`src/rtl/march_pkg.sv`:
```
package march_pkg;

    localparam int MAX_OPS   = 4;
    localparam int NUM_ELEMS = 3;
    localparam int ELEM_W    = 2;
    localparam int OPS_W     = 2;
    localparam int NOPS_W    = 3;

    typedef enum logic [1:0] {
        DIR_UP   = 2'd0,
        DIR_DOWN = 2'd1,
        DIR_ANY  = 2'd2
    } dir_e;

    typedef struct packed {
        logic wr;
        logic val;
    } mop_t;

    typedef struct packed {
        dir_e                    dir;
        logic [NOPS_W-1:0]       nops;
        mop_t [MAX_OPS-1:0]      ops;
    } elem_t;

    // Constant element table: {w0} ; up{r0,w1} ; down{r1,w0,r0}
    function automatic elem_t elem_at(input logic [ELEM_W-1:0] idx);
        elem_t e;
        e = '0;
        unique case (idx)
            2'd0: begin
                e.dir    = DIR_ANY;
                e.nops   = 3'd1;
                e.ops[0] = '{wr: 1'b1, val: 1'b0};
            end
            2'd1: begin
                e.dir    = DIR_UP;
                e.nops   = 3'd2;
                e.ops[0] = '{wr: 1'b0, val: 1'b0};
                e.ops[1] = '{wr: 1'b1, val: 1'b1};
            end
            2'd2: begin
                e.dir    = DIR_DOWN;
                e.nops   = 3'd3;
                e.ops[0] = '{wr: 1'b0, val: 1'b1};
                e.ops[1] = '{wr: 1'b1, val: 1'b0};
                e.ops[2] = '{wr: 1'b0, val: 1'b0};
            end
            default: e = '0;
        endcase
        return e;
    endfunction

    function automatic int total_ops();
        int s;
        s = 0;
        for (int i = 0; i < NUM_ELEMS; i++) begin
            s += int'(elem_at(ELEM_W'(i)).nops);
        end
        return s;
    endfunction

endpackage

```
`src/rtl/march_seq.sv`:
```
module march_seq
    import march_pkg::*;
#(
    parameter int ADDR_W = 4
) (
    input  logic              clk,
    input  logic              rst_n,
    input  logic              start,
    output logic              issue,
    output logic              op_wr,
    output logic              op_val,
    output logic [ADDR_W-1:0] addr,
    output logic [ELEM_W-1:0] elem,
    output logic [OPS_W-1:0]  op,
    output logic              clr,
    output logic              done
);

    typedef enum logic [1:0] {
        S_IDLE   = 2'd0,
        S_RUN    = 2'd1,
        S_DRAIN  = 2'd2,
        S_REPORT = 2'd3
    } state_e;

    state_e state_q, state_d;

    elem_t cur;
    logic  last_op, last_addr, last_elem, ascend;

    function automatic logic [ADDR_W-1:0] first_addr(input logic [ELEM_W-1:0] idx);
        return (elem_at(idx).dir == DIR_DOWN) ? {ADDR_W{1'b1}} : {ADDR_W{1'b0}};
    endfunction

    always_comb begin
        cur       = elem_at(elem);
        ascend    = (cur.dir != DIR_DOWN);
        last_op   = ({1'b0, op} == (cur.nops - 3'd1));
        last_addr = ascend ? (addr == {ADDR_W{1'b1}}) : (addr == {ADDR_W{1'b0}});
        last_elem = (elem == ELEM_W'(NUM_ELEMS - 1));
    end

    // state register
    always_ff @(posedge clk) begin
        if (!rst_n) state_q <= S_IDLE;
        else        state_q <= state_d;
    end

    // next-state logic
    always_comb begin
        state_d = state_q;
        unique case (state_q)
            S_IDLE:   if (start) state_d = S_RUN;
            S_RUN:    if (last_op && last_addr && last_elem) state_d = S_DRAIN;
            S_DRAIN:  state_d = S_REPORT;
            S_REPORT: state_d = S_IDLE;
            default:  state_d = S_IDLE;
        endcase
    end

    // sweep position counters
    always_ff @(posedge clk) begin
        if (!rst_n) begin
            elem <= '0;
            op   <= '0;
            addr <= '0;
        end else if (state_q == S_IDLE && start) begin
            elem <= '0;
            op   <= '0;
            addr <= first_addr('0);
        end else if (state_q == S_RUN) begin
            if (!last_op) begin
                op <= op + OPS_W'(1);
            end else begin
                op <= '0;
                if (!last_addr) begin
                    addr <= ascend ? addr + ADDR_W'(1) : addr - ADDR_W'(1);
                end else if (!last_elem) begin
                    elem <= elem + ELEM_W'(1);
                    addr <= first_addr(elem + ELEM_W'(1));
                end
            end
        end
    end

    // outputs
    always_comb begin
        issue  = 1'b0;
        op_wr  = 1'b0;
        op_val = cur.ops[op].val;
        clr    = 1'b0;
        done   = 1'b0;
        unique case (state_q)
            S_IDLE:   clr = start;
            S_RUN: begin
                issue = 1'b1;
                op_wr = cur.ops[op].wr;
            end
            S_DRAIN:  ;
            S_REPORT: done = 1'b1;
            default:  ;
        endcase
    end

endmodule

```
`src/rtl/march_cmp.sv`:
```
module march_cmp
    import march_pkg::*;
#(
    parameter int ADDR_W = 4,
    parameter int DATA_W = 8
) (
    input  logic              clk,
    input  logic              rst_n,
    input  logic              clr,
    input  logic              issue,
    input  logic              op_wr,
    input  logic              op_val,
    input  logic [ADDR_W-1:0] addr,
    input  logic [ELEM_W-1:0] elem,
    input  logic [OPS_W-1:0]  op,
    input  logic [DATA_W-1:0] rdata,
    output logic              fail,
    output logic [ADDR_W-1:0] fail_addr,
    output logic [ELEM_W-1:0] fail_elem,
    output logic [OPS_W-1:0]  fail_op
);

    logic              pend_v, pend_val;
    logic [ADDR_W-1:0] pend_addr;
    logic [ELEM_W-1:0] pend_elem;
    logic [OPS_W-1:0]  pend_op;
    logic              mismatch;

    // read in flight: compared one cycle later
    always_ff @(posedge clk) begin
        if (!rst_n) begin
            pend_v    <= 1'b0;
            pend_val  <= 1'b0;
            pend_addr <= '0;
            pend_elem <= '0;
            pend_op   <= '0;
        end else begin
            pend_v    <= issue && !op_wr;
            pend_val  <= op_val;
            pend_addr <= addr;
            pend_elem <= elem;
            pend_op   <= op;
        end
    end

    assign mismatch = pend_v && (rdata != {DATA_W{pend_val}});

    always_ff @(posedge clk) begin
        if (!rst_n || clr) begin
            fail      <= 1'b0;
            fail_addr <= '0;
            fail_elem <= '0;
            fail_op   <= '0;
        end else if (mismatch && !fail) begin
            fail      <= 1'b1;
            fail_addr <= pend_addr;
            fail_elem <= pend_elem;
            fail_op   <= pend_op;
        end
    end

endmodule

```
`src/rtl/march_bist.sv`:
```
module march_bist
    import march_pkg::*;
#(
    parameter int ADDR_W = 4,
    parameter int DATA_W = 8
) (
    input  logic              clk,
    input  logic              rst_n,
    input  logic              start,
    output logic              done,
    output logic              fail,
    output logic [ADDR_W-1:0] fail_addr,
    output logic [ELEM_W-1:0] fail_elem,
    output logic [OPS_W-1:0]  fail_op,
    output logic              mem_req,
    output logic [ADDR_W-1:0] mem_addr,
    output logic              mem_we,
    output logic [DATA_W-1:0] mem_wdata,
    input  logic [DATA_W-1:0] mem_rdata
);

    logic              op_val, clr;
    logic [ELEM_W-1:0] cur_elem;
    logic [OPS_W-1:0]  cur_op;

    march_seq #(.ADDR_W(ADDR_W)) u_seq (
        .clk    (clk),
        .rst_n  (rst_n),
        .start  (start),
        .issue  (mem_req),
        .op_wr  (mem_we),
        .op_val (op_val),
        .addr   (mem_addr),
        .elem   (cur_elem),
        .op     (cur_op),
        .clr    (clr),
        .done   (done)
    );

    assign mem_wdata = {DATA_W{op_val}};

    march_cmp #(.ADDR_W(ADDR_W), .DATA_W(DATA_W)) u_cmp (
        .clk       (clk),
        .rst_n     (rst_n),
        .clr       (clr),
        .issue     (mem_req),
        .op_wr     (mem_we),
        .op_val    (op_val),
        .addr      (mem_addr),
        .elem      (cur_elem),
        .op        (cur_op),
        .rdata     (mem_rdata),
        .fail      (fail),
        .fail_addr (fail_addr),
        .fail_elem (fail_elem),
        .fail_op   (fail_op)
    );

endmodule

```
`config.mk`:
```
export PLATFORM = sky130hd
export DESIGN_NAME = march_bist
export DESIGN_NICKNAME = d
export VERILOG_FILES = /design/src/rtl/march_pkg.sv /design/src/rtl/march_seq.sv /design/src/rtl/march_cmp.sv /design/src/rtl/march_bist.sv
export SDC_FILE = /design/constraint.sdc
export NUM_CORES = 1
export LEC_CHECK = 0
export BUFFER_PORTS_ARGS = -buffer_cell sky130_fd_sc_hd__buf_2
export CORE_AREA = 3 3 71 73
export DETAILED_ROUTE_END_ITERATION = 8
export DIE_AREA = 0 0 74 76
export PLACE_DENSITY = 0.65
export RECOVER_POWER = 50
export SLEW_MARGIN = 30
export SYNTH_ARGS = -nofsm -noshare
export SYNTH_HDL_FRONTEND = slang
export SYNTH_SLANG_ARGS = --single-unit
```
`constraint.sdc`:
```
create_clock -name clk -period 5.7 [get_ports clk]
set_input_delay 0.57 -clock clk [delete_from_list [all_inputs] [get_ports clk]]
set_output_delay 0.57 -clock clk [all_outputs]
set_load 0.1 [all_outputs]
```
== Word level (Yosys, flattened, before mapping) ==
Index checks and enable logic that the tools add are counted.
Word-level totals
  flip-flop bits (word level): 29
  bits of input ports: 11
  output and inout port bits: 24
Cells by class
  add/subtract/negate cells: 5
  $lt $le $gt $ge: 1
  eq/ne operators: 15
  mux-type cells: 25
  bitwise operators: 2
  reductions and logical operators: 18
Operators with widths (count)
  $mux W5: 6
  $pmux W5 S3: 2
  $mux W4: 4
  $eq A2 B1 Y1 const B: 4
  $eq A2 B2 Y1 const B: 4
  $mux W2: 4
  $ne A8 B8 Y1: 1
  $pmux W2 S2: 2
  $pmux W2 S4: 1
  $logic_and A1 B1 Y1: 6
  $logic_not A2 Y1: 3
  $mux W1: 5
  $add A2 B1 Y2 const B: 2
  $add A4 B1 Y4 const B: 1
  $bmux W2 S2: 1
  $eq A4 B4 Y1 const B: 1
  $logic_not A4 Y1: 1
  $ne A2 B1 Y1 const B: 2
  $ne A2 B2 Y1 const B: 2
  $reduce_and A4 Y1: 1
  $sub A4 B1 Y4 const B: 1
  $eq A2 B3 Y1: 1
  $logic_not A1 Y1: 3
  $lt A2 B3 Y1 const B: 1
  other kinds (6): 7

== Depth between registers and ports, before layout ==
Gate-level depths: netlist of the first run.
  word-level depth: 13
  mapped depth: 7
  depth with buffers taken out: 7

== Cells and area by module ==
From an unflattened synthesis of the first run, not the netlist that was laid out.
Second synthesis, totals
  cell total of the unflattened synthesis: 180
  area total of the unflattened synthesis: 1652.8 sq um
By module, submodules not included
  march_seq: times used 1, cells an instance 100, area an instance 878.3 sq um
  march_cmp: times used 1, cells an instance 72, area an instance 714.4 sq um
  march_bist: times used 1, cells an instance 8, area an instance 60.1 sq um

== Worst setup path before layout of the first run ==
No wires, ideal clock.
  kind: flip-flop to output port
  start point: register u_seq.state_q[1]
  end point: output port mem_we
  arrival time: 3668 ps
  required time: 5130 ps
  path slack: 1462 ps
  stages on the path, launching flop included: 6
  path buffers: 1
  cells stage by stage: dfxtp_1 inv_1 ha_1 buf_4 inv_1 nor3_1
Between the ends
  cells in the longest elaborated chain, start to end: 2
Ends and longest elaborated chain
  from (decl): line march_seq.sv:26  | state_e state_q, state_d;
  from (signal assigned): line march_seq.sv:46  | else state_q <= state_d;
  $eq A2 B1 Y1: line march_seq.sv:93  | unique case (state_q)
  $mux W1: line march_seq.sv:93
  to (decl): line march_bist.sv:17  | output logic mem_we,
Every way passes these cells.

== Worst setup path after layout of the first run ==
Ends and elaborated chain as after synthesis.

==> flow_summary.yaml, run 1 <==
status:
  outcome: "complete, no violations"
worst_setup_path:
  ff2ff_path_depth: 6
  crit_family: "buffers and inverters"
  max_stage_delay_ns: 0.47
  required_ns: 5.13
  crit_chain: "inv_1 > ha_1 > inv_1 > nor3_1 > buf_2"
  end_kind: "output pin"
  critPathMaxFanout: 9
  worst_setup_path_start_kind: "flop"
  crit_buf_inv: 3
  worstPathArrival_ns: 1.96
  worst-setup-path-type: "flop to output pin"
  slowest_stage: "buf_2"
  crit_cells: 5
  cpMostUsedCell: "inv_1"
clock_tree:
  cts_resized: 0
  cts_setup_buffers: 0
  worstSkewPairLatency_ns: 0.27
  cts_tree: "done"
  cts_buffers: 5
  clk_path_buf_depth: 2
  cts.clk_slew.worst_paths_ns: 0.06
  ctsHoldBuffers: 0
  cts_max_level: 2
  cts_sinks: 29
  cts-root-buf: "clkbuf_8"
placed_design:
  dpl_cell_area_um2: 1690
  dp_cells: 241
  hpwlAfterDp_um: 2210
  gp_congestion: 0.827
  dpl_worst_slack_ns: 3.46
  port_buffers: 34
sta:
  rsz0062_at_grt: "no"
  setup_tns_ns: 0
  fin_crit_ns: 2.53
  max_freq_mhz: 396
  whs_ns: 0.446
  finalSetupViolCount: 0
  hold_viol: 0
  fin_crit_sh: 0.444
  relSlewSlack: 0.224
  worst_slack_ns: 3.17
  worst_pin_slew_ns: 1.17
  skew_ns: 0.00291
  drv_slew: 0
final_layout:
  drive_above_1_share: 0.218
  final_cell_count_no_fill: 249
  fin_area_um2: 1760
  fin_util: 0.399
  final_net_count: 222
  n_antenna_cell: 0
  synthToLayoutAreaGrowth_pct: 12.7
floorplanning:
  io_pins: 35
  die_w_um: 74
  die-area_um2: 5620
  coreArea_um2: 4410
  die_h_um: 76
  fp-row-count: 24
  initial_utilization: 0.354
hold_path:
  hold_depth: 2
  worstHoldPathType: "flop to flop"
synthesis:
  synth_area_um2: 1560
  synth_area_leaders: "dfxtp_1 37%, ha_1 11%, a21oi_1 4.5%"
  yosysTopAreaCell: "dfxtp_1"
  yosysSeqAreaShare: 0.372
  synth_cells: 171
  ys_ff_latch: 29
  yosysTopAreaCellShare: 0.372
  syn_avg_cell_area_um2: 9.13
  synth_fp_nets: 197
  yosysWarnings: 0
  ys_types: 39
grt:
  grt_overflow: 0
  grt_max_degree: 17
  grt.total_usage: 0.116
  grt_pass1_vias: 1137
  antenna_found_initial: 0
  grt_pass1_wl_um: 5120
pwr:
  switchingPower_uw: 276
  p_leak_nw: 0.748
  power.sequential.fraction: 0.375
  clkPwrFrac: 0.250
  swShare: 0.432
  intPower_uw: 363
  power.total_uw: 639
  peakVddDrop_v: 0.000324
  power_density_nw_per_um2: 363
  p_comb_frac: 0.375
detailed_routing:
  via_per_inst: 4.80
  wl_per_cell_um: 11.7
  drc: 0
  dr.pass1.iters: 4
  drt_wl_total_um: 2920
  drt_iter0_drc: 28
  final_antenna_net_count: 0
  via_count: 1194
flow_run:
  maxCapViolations: 0
flip-flops by register name, summed over array words and instances (netlist names):
| signal | count |
|---|---|
| u_cmp.pend_elem | 2 |
| u_seq.op | 2 |
| u_cmp.fail | 1 |
| u_cmp.pend_addr | 4 |
| u_seq.elem | 2 |
| u_cmp.fail_op | 2 |
| u_seq.addr | 4 |
| u_seq.state_q | 2 |
| u_cmp.fail_addr | 4 |
| u_cmp.pend_v | 1 |
| u_cmp.fail_elem | 2 |
| u_cmp.pend_val | 1 |
| u_cmp.pend_op | 2 |
cell usage after synthesis (all sizes together):
cell type and number:
inv 9, xor2 2, and4b 1, nand4 4, or3 2, o31a 1
o21ai 11, a2111o 1, nor3 5, and3 1, buf 12, a31o 2
ha 14, clkbuf 4, nand2 9, and2 11, fa 1, and2b 1
o31ai 1, a221oi 1, xnor2 1, mux2i 4, dfxtp 29, nand4b 1
o211a 2, nor2 5, nor2b 1, nor4 2, a211oi 1, a21oi 15
o221a 3, nand3 12, a21o 2
final timing paths:
| kind | from | end | slack, ns |
|---|---|---|---|
| max | u_seq.state_q[1] | mem_we | 3.17 |
| max reg2reg | u_seq.elem[0] | u_seq.addr[1] | 3.49 |
| min | u_cmp.pend_op[1] | u_cmp.fail_op[1] | 0.45 |
| min reg2reg | u_cmp.pend_op[1] | u_cmp.fail_op[1] | 0.45 |
cell usage in the layout, fill, tap and decap left out, types with 2 or more instances in the layout:
cell type,count
clkbuf_8,5
dfxtp_1,29
nor3_1,5
a21oi_1,14
ha_1,14
o221a_2,3
nor2_1,5
a31o_2,2
nand4_1,4
buf_2,24
inv_1,9
and2_0,6
mux2i_1,4
nor4_1,2
clkbuf_1,10
nand3_1,12
clkinv_2,2
o21ai_0,11
nand2_1,9
o211a_1,2
and2_1,4
xor2_1,2
layout make-up:
cell class	count	area [um^2]
flip-flops and latches	29	581
well taps	52	65.1
inverters	9	33.8
multi-input cells	117	837
repair buffers	34	158
clock buffers	5	68.8
clock inverters	3	17.5
fillers	447	2650
cell families after synthesis:
group / Yosys count / synth area share
AOI/OAI and AO/OA: 40 / 0.170
xor gates and xnor gates: 3 / 0.0216
adders and majority gates: 15 / 0.125
buffers and inverters: 25 / 0.0921
DFF: 29 / 0.372
muxes: 4 / 0.0256
and+or+nand+nor: 55 / 0.194
tightest hold or removal path, delay by kind of cell (launching register included):
family	cells	cell delay [ns]
compound gates	1	0.05
flops	1	0.30
simple gates	1	0.05
routing by layer:
layer | vias up | global-route usage | part of all wire
met1 | 520 | 0.137 | 0.45
met5 | - | 0 | 0
met4 | 0 | 0.0380 | 0.0072
met2 | 31 | 0.186 | 0.47
li1 | 641 | - | -
met3 | 2 | 0.0488 | 0.075
power by group through the flow:
stage          Combinational, mW  Sequential [mW]  Clock [mW]
5_1_grt                    0.262            0.243       0.178
3_3_place_gp               0.240            0.244           0
6_report                   0.240            0.240       0.160
2_1_floorplan              0.155            0.293           0
3_5_place_dp               0.240            0.245           0
4_1_cts                    0.242            0.240       0.164
Power figures use the tool's default switching activity.
==> inputs of run 2 (changes only) <==
--- a/config.mk
+++ b/config.mk
@@ -9,7 +9,7 @@
 export CORE_AREA = 3 3 71 73
 export DETAILED_ROUTE_END_ITERATION = 8
 export DIE_AREA = 0 0 74 76
-export PLACE_DENSITY = 0.65
+export PLACE_DENSITY = 0.67
 export RECOVER_POWER = 50
 export SLEW_MARGIN = 30
 export SYNTH_ARGS = -nofsm -noshare
==> constraint.sdc (replaced) <==
create_clock -name clk -period 2.2 [get_ports clk]
set_input_delay 0.22 -clock clk [delete_from_list [all_inputs] [get_ports clk]]
set_output_delay 0.22 -clock clk [all_outputs]
set_load 0.1 [all_outputs]
==> flow_summary.yaml, run 2 (synthesis results as in run 1) <==
status:
  outcome: "complete, no violations"
clock_tree:
  ctsHoldBuffers: 0
  clk_path_buf_depth: 2
  cts-root-buf: "clkbuf_8"
  worstSkewPairLatency_ns: 0.28
  cts_tree: "done"
  cts_sinks: 29
  cts_max_level: 2
  cts_buffers: 5
  cts.clk_slew.worst_paths_ns: 0.06
  cts_setup_buffers: 0
grt:
  antenna_found_initial: 0
  grt_max_degree: 17
  grt_overflow: 0
  grt.total_usage: 0.124
  grt_pass1_vias: 1241
  grt_pass1_wl_um: 5550
floorplanning:
  die_w_um: 74
  coreArea_um2: 4410
  die-area_um2: 5620
  die_h_um: 76
  io_pins: 35
  initial_utilization: 0.354
  fp-row-count: 24
sta:
  worst_pin_slew_ns: 1.17
  max_freq_mhz: 496
  hold_viol: 0
  worst_slack_ns: 0.184
  rsz0062_at_grt: "no"
  finalSetupViolCount: 0
  fin_crit_ns: 2.02
  relSlewSlack: 0.221
  fin_crit_sh: 0.916
  skew_ns: 0.00307
  drv_slew: 0
worst_setup_path:
  end_kind: "output pin"
  crit_family: "buffers and inverters"
  worst-setup-path-type: "flop to output pin"
  required_ns: 1.98
  crit_buf_inv: 2
  worstPathArrival_ns: 1.80
  slowest_stage: "buf_2"
  max_stage_delay_ns: 0.44
  crit_chain: "inv_1 > ha_1 > mux2i_1 > nor3_4 > buf_2"
  critPathMaxFanout: 5
  worst_setup_path_start_kind: "flop"
final_layout:
  reg.largest.list: "u_cmp.fail_addr (4), u_cmp.pend_addr (4), u_seq.addr (4)"
  drive_above_1_share: 0.229
  mostFrequentLayoutCell: "dfxtp_1"
  synthToLayoutAreaGrowth_pct: 19.2
  fin_area_um2: 1860
  layout_common_cells: "28 x dfxtp_1, 15 x clkbuf_1, 14 x a21oi_1"
  final_net_count: 226
  n_antenna_cell: 0
detailed_routing:
  drt_iter0_drc: 52
  drc: 0
  wl_per_cell_um: 12.3
  via_per_inst: 4.88
  dr.pass1.iters: 4
  drt_wl_total_um: 3100
  final_antenna_net_count: 0
  via_count: 1235
hold_path:
  worstHoldPathType: "input pin to flop"
pwr:
  power_density_nw_per_um2: 994
  peakVddDrop_v: 0.000586
  p_leak_nw: 0.764
flow_run:
  maxCapViolations: 0
placed_design:
  port_buffers: 34
  dpl_cell_area_um2: 1740
  hpwlAfterDp_um: 2280
  gp_congestion: 0.801
  dpl_worst_slack_ns: 0.126
-- run 2: cell types whose count changed in the layout (fill, tap and decap cells not counted), moves of 3 or more --
cell,before,now
buf_2,24,12
clkbuf_4,0,7
clkbuf_1,10,15
buf_4,0,4
and2_0,6,3
and2_1,4,7
-- run 2: final cells by class --
cell class	count	area [um^2]
sequential	29	582
tap	52	65.1
clock buffer	7	86.3
inverter	9	33.8
timing repair buffer	38	200
multi-input combinational	117	863
fill	446	2550
clock inverter	1	30.0
-- run 2: stage by stage --
stage	cells	util	power [mW]	setup TNS, ns	hold WS [ns]
after floorplan	171	-	1.19	0	0.366
after global routing	253	0.421	1.97	0	0.334
after CTS	253	0.421	1.89	-0.228	0.310
after global placement	245	0.394	1.30	0	0.436
final	253	0.421	1.85	0	0.327
after detailed placement	245	0.394	1.30	0	0.443
-- run 2: worst min-delay path: stages --
cell and delay, ns:
buf_2 0.18, nand2_1 0.09, mux2i_1 0.05
-- run 2: final timing paths --
path	from	to	slack (ns)	cells after the start
min	rst_n	u_seq.state_q[1]	0.33	3
max reg2reg	u_seq.elem[0]	u_seq.addr[2]	0.26	6
min reg2reg	u_cmp.pend_addr[3]	u_cmp.fail_addr[3]	0.45	2
max	u_seq.elem[1]	mem_we	0.18	5
-- run 2: what timing repair did --
item | CTS | global route
endpoints found under the setup margin | 8 | 13
gates resized for setup | 1 | 9
pin swaps | 0 | 2
-- run 2: power by group --
part,switching (mW),internal (mW)
registers,0.0567,0.571
logic,0.480,0.177
clock network,0.197,0.369
total,0.734,1.12
-- run 2: metal layers --
layer	global-route usage	share of wire	wire, um
met1	0.152	0.47	1450
met2	0.196	0.46	1420
met3	0.0330	0.054	166
met4	0.0580	0.018	56
met5	0	0	0
==> inputs of run 3 (changes only) <==
--- a/config.mk
+++ b/config.mk
@@ -6,12 +6,13 @@
 export NUM_CORES = 1
 export LEC_CHECK = 0
 export BUFFER_PORTS_ARGS = -buffer_cell sky130_fd_sc_hd__buf_2
-export CORE_AREA = 3 3 71 73
+export CORE_AREA = 3 3 73 75
 export DETAILED_ROUTE_END_ITERATION = 8
-export DIE_AREA = 0 0 74 76
-export PLACE_DENSITY = 0.67
+export DIE_AREA = 0 0 76 78
+export PLACE_DENSITY = 0.66
 export RECOVER_POWER = 50
 export SLEW_MARGIN = 30
 export SYNTH_ARGS = -nofsm -noshare
 export SYNTH_HDL_FRONTEND = slang
+export SYNTH_HIERARCHICAL = 1
 export SYNTH_SLANG_ARGS = --single-unit
==> flow_summary.yaml, run 3 <==
worst_setup_path:
  r2r-start: "u_seq/elem[1]"
  max_stage_delay_ns: 0.45
  crit_family: "buffers and inverters"
  worst_setup_path_start_kind: "flop"
  crit_chain: "inv_1 > ha_1 > mux2i_1 > nor3_4 > buf_2"
  timing.reg2reg.setup_slack_ns: 0.15
  r2r-end: "u_seq/addr[1]"
  end_kind: "output pin"
  slowest_stage: "buf_2"
  crit_buf_inv: 2
  worstPathArrival_ns: 1.86
  ff2ff_path_depth: 7
  worst-setup-path-type: "flop to output pin"
  critPathMaxFanout: 5
  required_ns: 1.98
synthesis:
  syn_avg_cell_area_um2: 9.18
  synth_fp_nets: 204
  ys_ff_latch: 29
  yosysSeqAreaShare: 0.351
  async_reset_ff_frac: 0
  dominantRegCellSynth: "dfxtp_1"
  synth_cells: 180
  synth_commonest_cells: "29 x dfxtp_1, 12 x ha_1, 12 x inv_1, 12 x o21ai_0"
  synth.most_common_cell: "dfxtp_1"
  yosysWarnings: 6
  yosysTopAreaCellShare: 0.351
  yosysTopAreaCell: "dfxtp_1"
  ys_types: 48
  synth-edff-count: 0
  synth_area_leaders: "dfxtp_1 35%, ha_1 9.1%, and2_1 3.8%"
  synth_area_um2: 1650
sta:
  worst_slack_ns: 0.123
  fin_crit_sh: 0.944
  drv_slew: 0
  fin_crit_ns: 2.08
  rsz0062_at_grt: "no"
  hold_viol: 0
  setup_tns_ns: 0
  finalSetupViolCount: 0
  skew_ns: 0.00335
  relSlewSlack: 0.223
  max_freq_mhz: 481
  worst_pin_slew_ns: 1.17
clock_tree:
  clk_path_buf_depth: 2
  cts.clk_slew.worst_paths_ns: 0.06
  cts_max_level: 2
  cts_buffers: 5
  cts-root-buf: "clkbuf_8"
  cts_sinks: 29
  worstSkewPairLatency_ns: 0.27
  cts_tree: "done"
  cts_setup_buffers: 0
floorplanning:
  initial_utilization: 0.350
  die_h_um: 78
  fp-row-count: 25
  io_pins: 35
  die-area_um2: 5930
  coreArea_um2: 4720
  die_w_um: 76
final_layout:
  layout_common_cells: "28 x dfxtp_1, 15 x clkbuf_1, 12 x inv_1"
  fillers: 475
  final_net_count: 237
  n_antenna_cell: 0
  mostFrequentLayoutCell: "dfxtp_1"
  reg.largest.list: "u_cmp/fail_addr (4), u_cmp/pend_addr (4), u_seq/addr (4)"
  synthToLayoutAreaGrowth_pct: 24.5
  multiInputGateArea_um2: 948
  register_area_um2: 582
  drive_above_1_share: 0.229
pwr:
  swShare: 0.447
  intPower_uw: 998
  power.sequential.fraction: 0.356
  peakVddDrop_v: 0.000342
  clkPwrFrac: 0.232
  p_leak_nw: 0.788
  power_density_nw_per_um2: 877
  p_comb_frac: 0.412
  switchingPower_uw: 806
status:
  outcome: "complete, no violations"
detailed_routing:
  drt_iter0_drc: 32
  final_antenna_net_count: 0
  via_per_inst: 4.58
  via_count: 1287
  drc: 0
  drt_wl_total_um: 3230
  dr.pass1.iters: 4
  wl_per_cell_um: 11.5
grt:
  grt_max_degree: 17
  grt_overflow: 0
  grt_pass1_wl_um: 5400
  grt.total_usage: 0.113
  grt_pass1_vias: 1229
  antenna_found_initial: 0
hold_path:
  min_to: "u_cmp/pend_v"
  worstHoldStart: "rst_n"
  hold_depth: 3
  worstHoldPathType: "input pin to flop"
placed_design:
  hpwlAfterDp_um: 2510
  port_buffers: 34
  dpl_worst_slack_ns: 0.0822
  gp_congestion: 0.836
flow_run:
  maxCapViolations: 0
[run 3: cell count changes after synthesis, moves of 3 or more]
cell	previous run	this run
nand4_1	4	0
nor3_1	5	2
a21boi_1	0	8
a21oi_1	14	8
o221a_2	3	0
inv_1	9	12
clkbuf_1	4	1
nand2b_1	0	3
[run 3: worst max-delay path by stage]
stage | slack [ns] | startpoint | cells past startpoint | endpoint
3_5_place_dp | 0.08 | u_seq/elem[1] | 7 | u_seq/addr[1]
6_report | 0.12 | u_seq/elem[1] | 5 | mem_we
3_3_place_gp | 0.16 | u_seq/elem[1] | 7 | u_seq/addr[0]
2_1_floorplan | 0.001 | u_seq/elem[0] | 7 | u_seq/elem[0]
5_1_grt | 0.03 | u_seq/elem[1] | 5 | mem_we
4_1_cts | 0.05 | u_seq/elem[1] | 5 | mem_we
[run 3: logic make-up after synthesis]
kind of cell / count (synthesis) / synth area share
AND/OR/NAND/NOR: 60 / 0.207
AO/OA/AOI/OAI: 42 / 0.186
flip-flops: 29 / 0.351
buffers and inverters: 26 / 0.0908
adder cells (fa/ha/maj): 13 / 0.103
multiplexers: 7 / 0.0462
XOR/XNOR: 3 / 0.0159
[run 3: metrics by stage]
stage	total power [mW]	instances	area [um^2]	hold WS, ns	util
after floorplan	1.29	180	1680	0.366	-
after global placement	1.40	273	1990	0.435	0.421
after detailed placement	1.41	273	1990	0.439	0.421
after CTS	1.83	281	2080	0.271	0.440
after global routing	1.93	281	2060	0.318	0.435
final	1.80	281	2060	0.276	0.435
[run 3: worst register-to-register path: stages (launching register included)]
cell       delay (ns)
dfxtp_2          0.37
inv_1            0.10
ha_1             0.23
or3b_4           0.39
a2111oi_4        0.39
buf_4            0.21
o211a_1          0.16
a211oi_1         0.07
[run 3: power by group through the flow]
stage,clock network [mW],registers [mW],logic (mW)
after floorplan,0,0.802,0.487
after global placement,0,0.654,0.749
after detailed placement,0,0.654,0.754
after CTS,0.435,0.643,0.755
after global routing,0.468,0.655,0.804
final,0.419,0.642,0.744
[run 3: per-layer routing]
layer	vias up	wire (um)	global-route usage
met5	-	0	0
met2	27	1620	0.197
li1	678	-	-
met1	578	1430	0.125
met4	0	37	0.0489
met3	4	139	0.0383
[run 3: what timing repair did]
item | CTS | global route
hold buffers | 0 | 0
gates resized for setup | 0 | 3
setup endpoints to repair | 0 | 7
[run 3: layout make-up]
cell class	count	share of cell area
Sequential cell	29	0.283
Timing Repair Buffer	40	0.151
Multi-Input combinational cell	125	0.461
Tap cell	67	0.0408
Clock inverter	3	0.00852
Clock buffer	5	0.0335
Inverter	12	0.0219
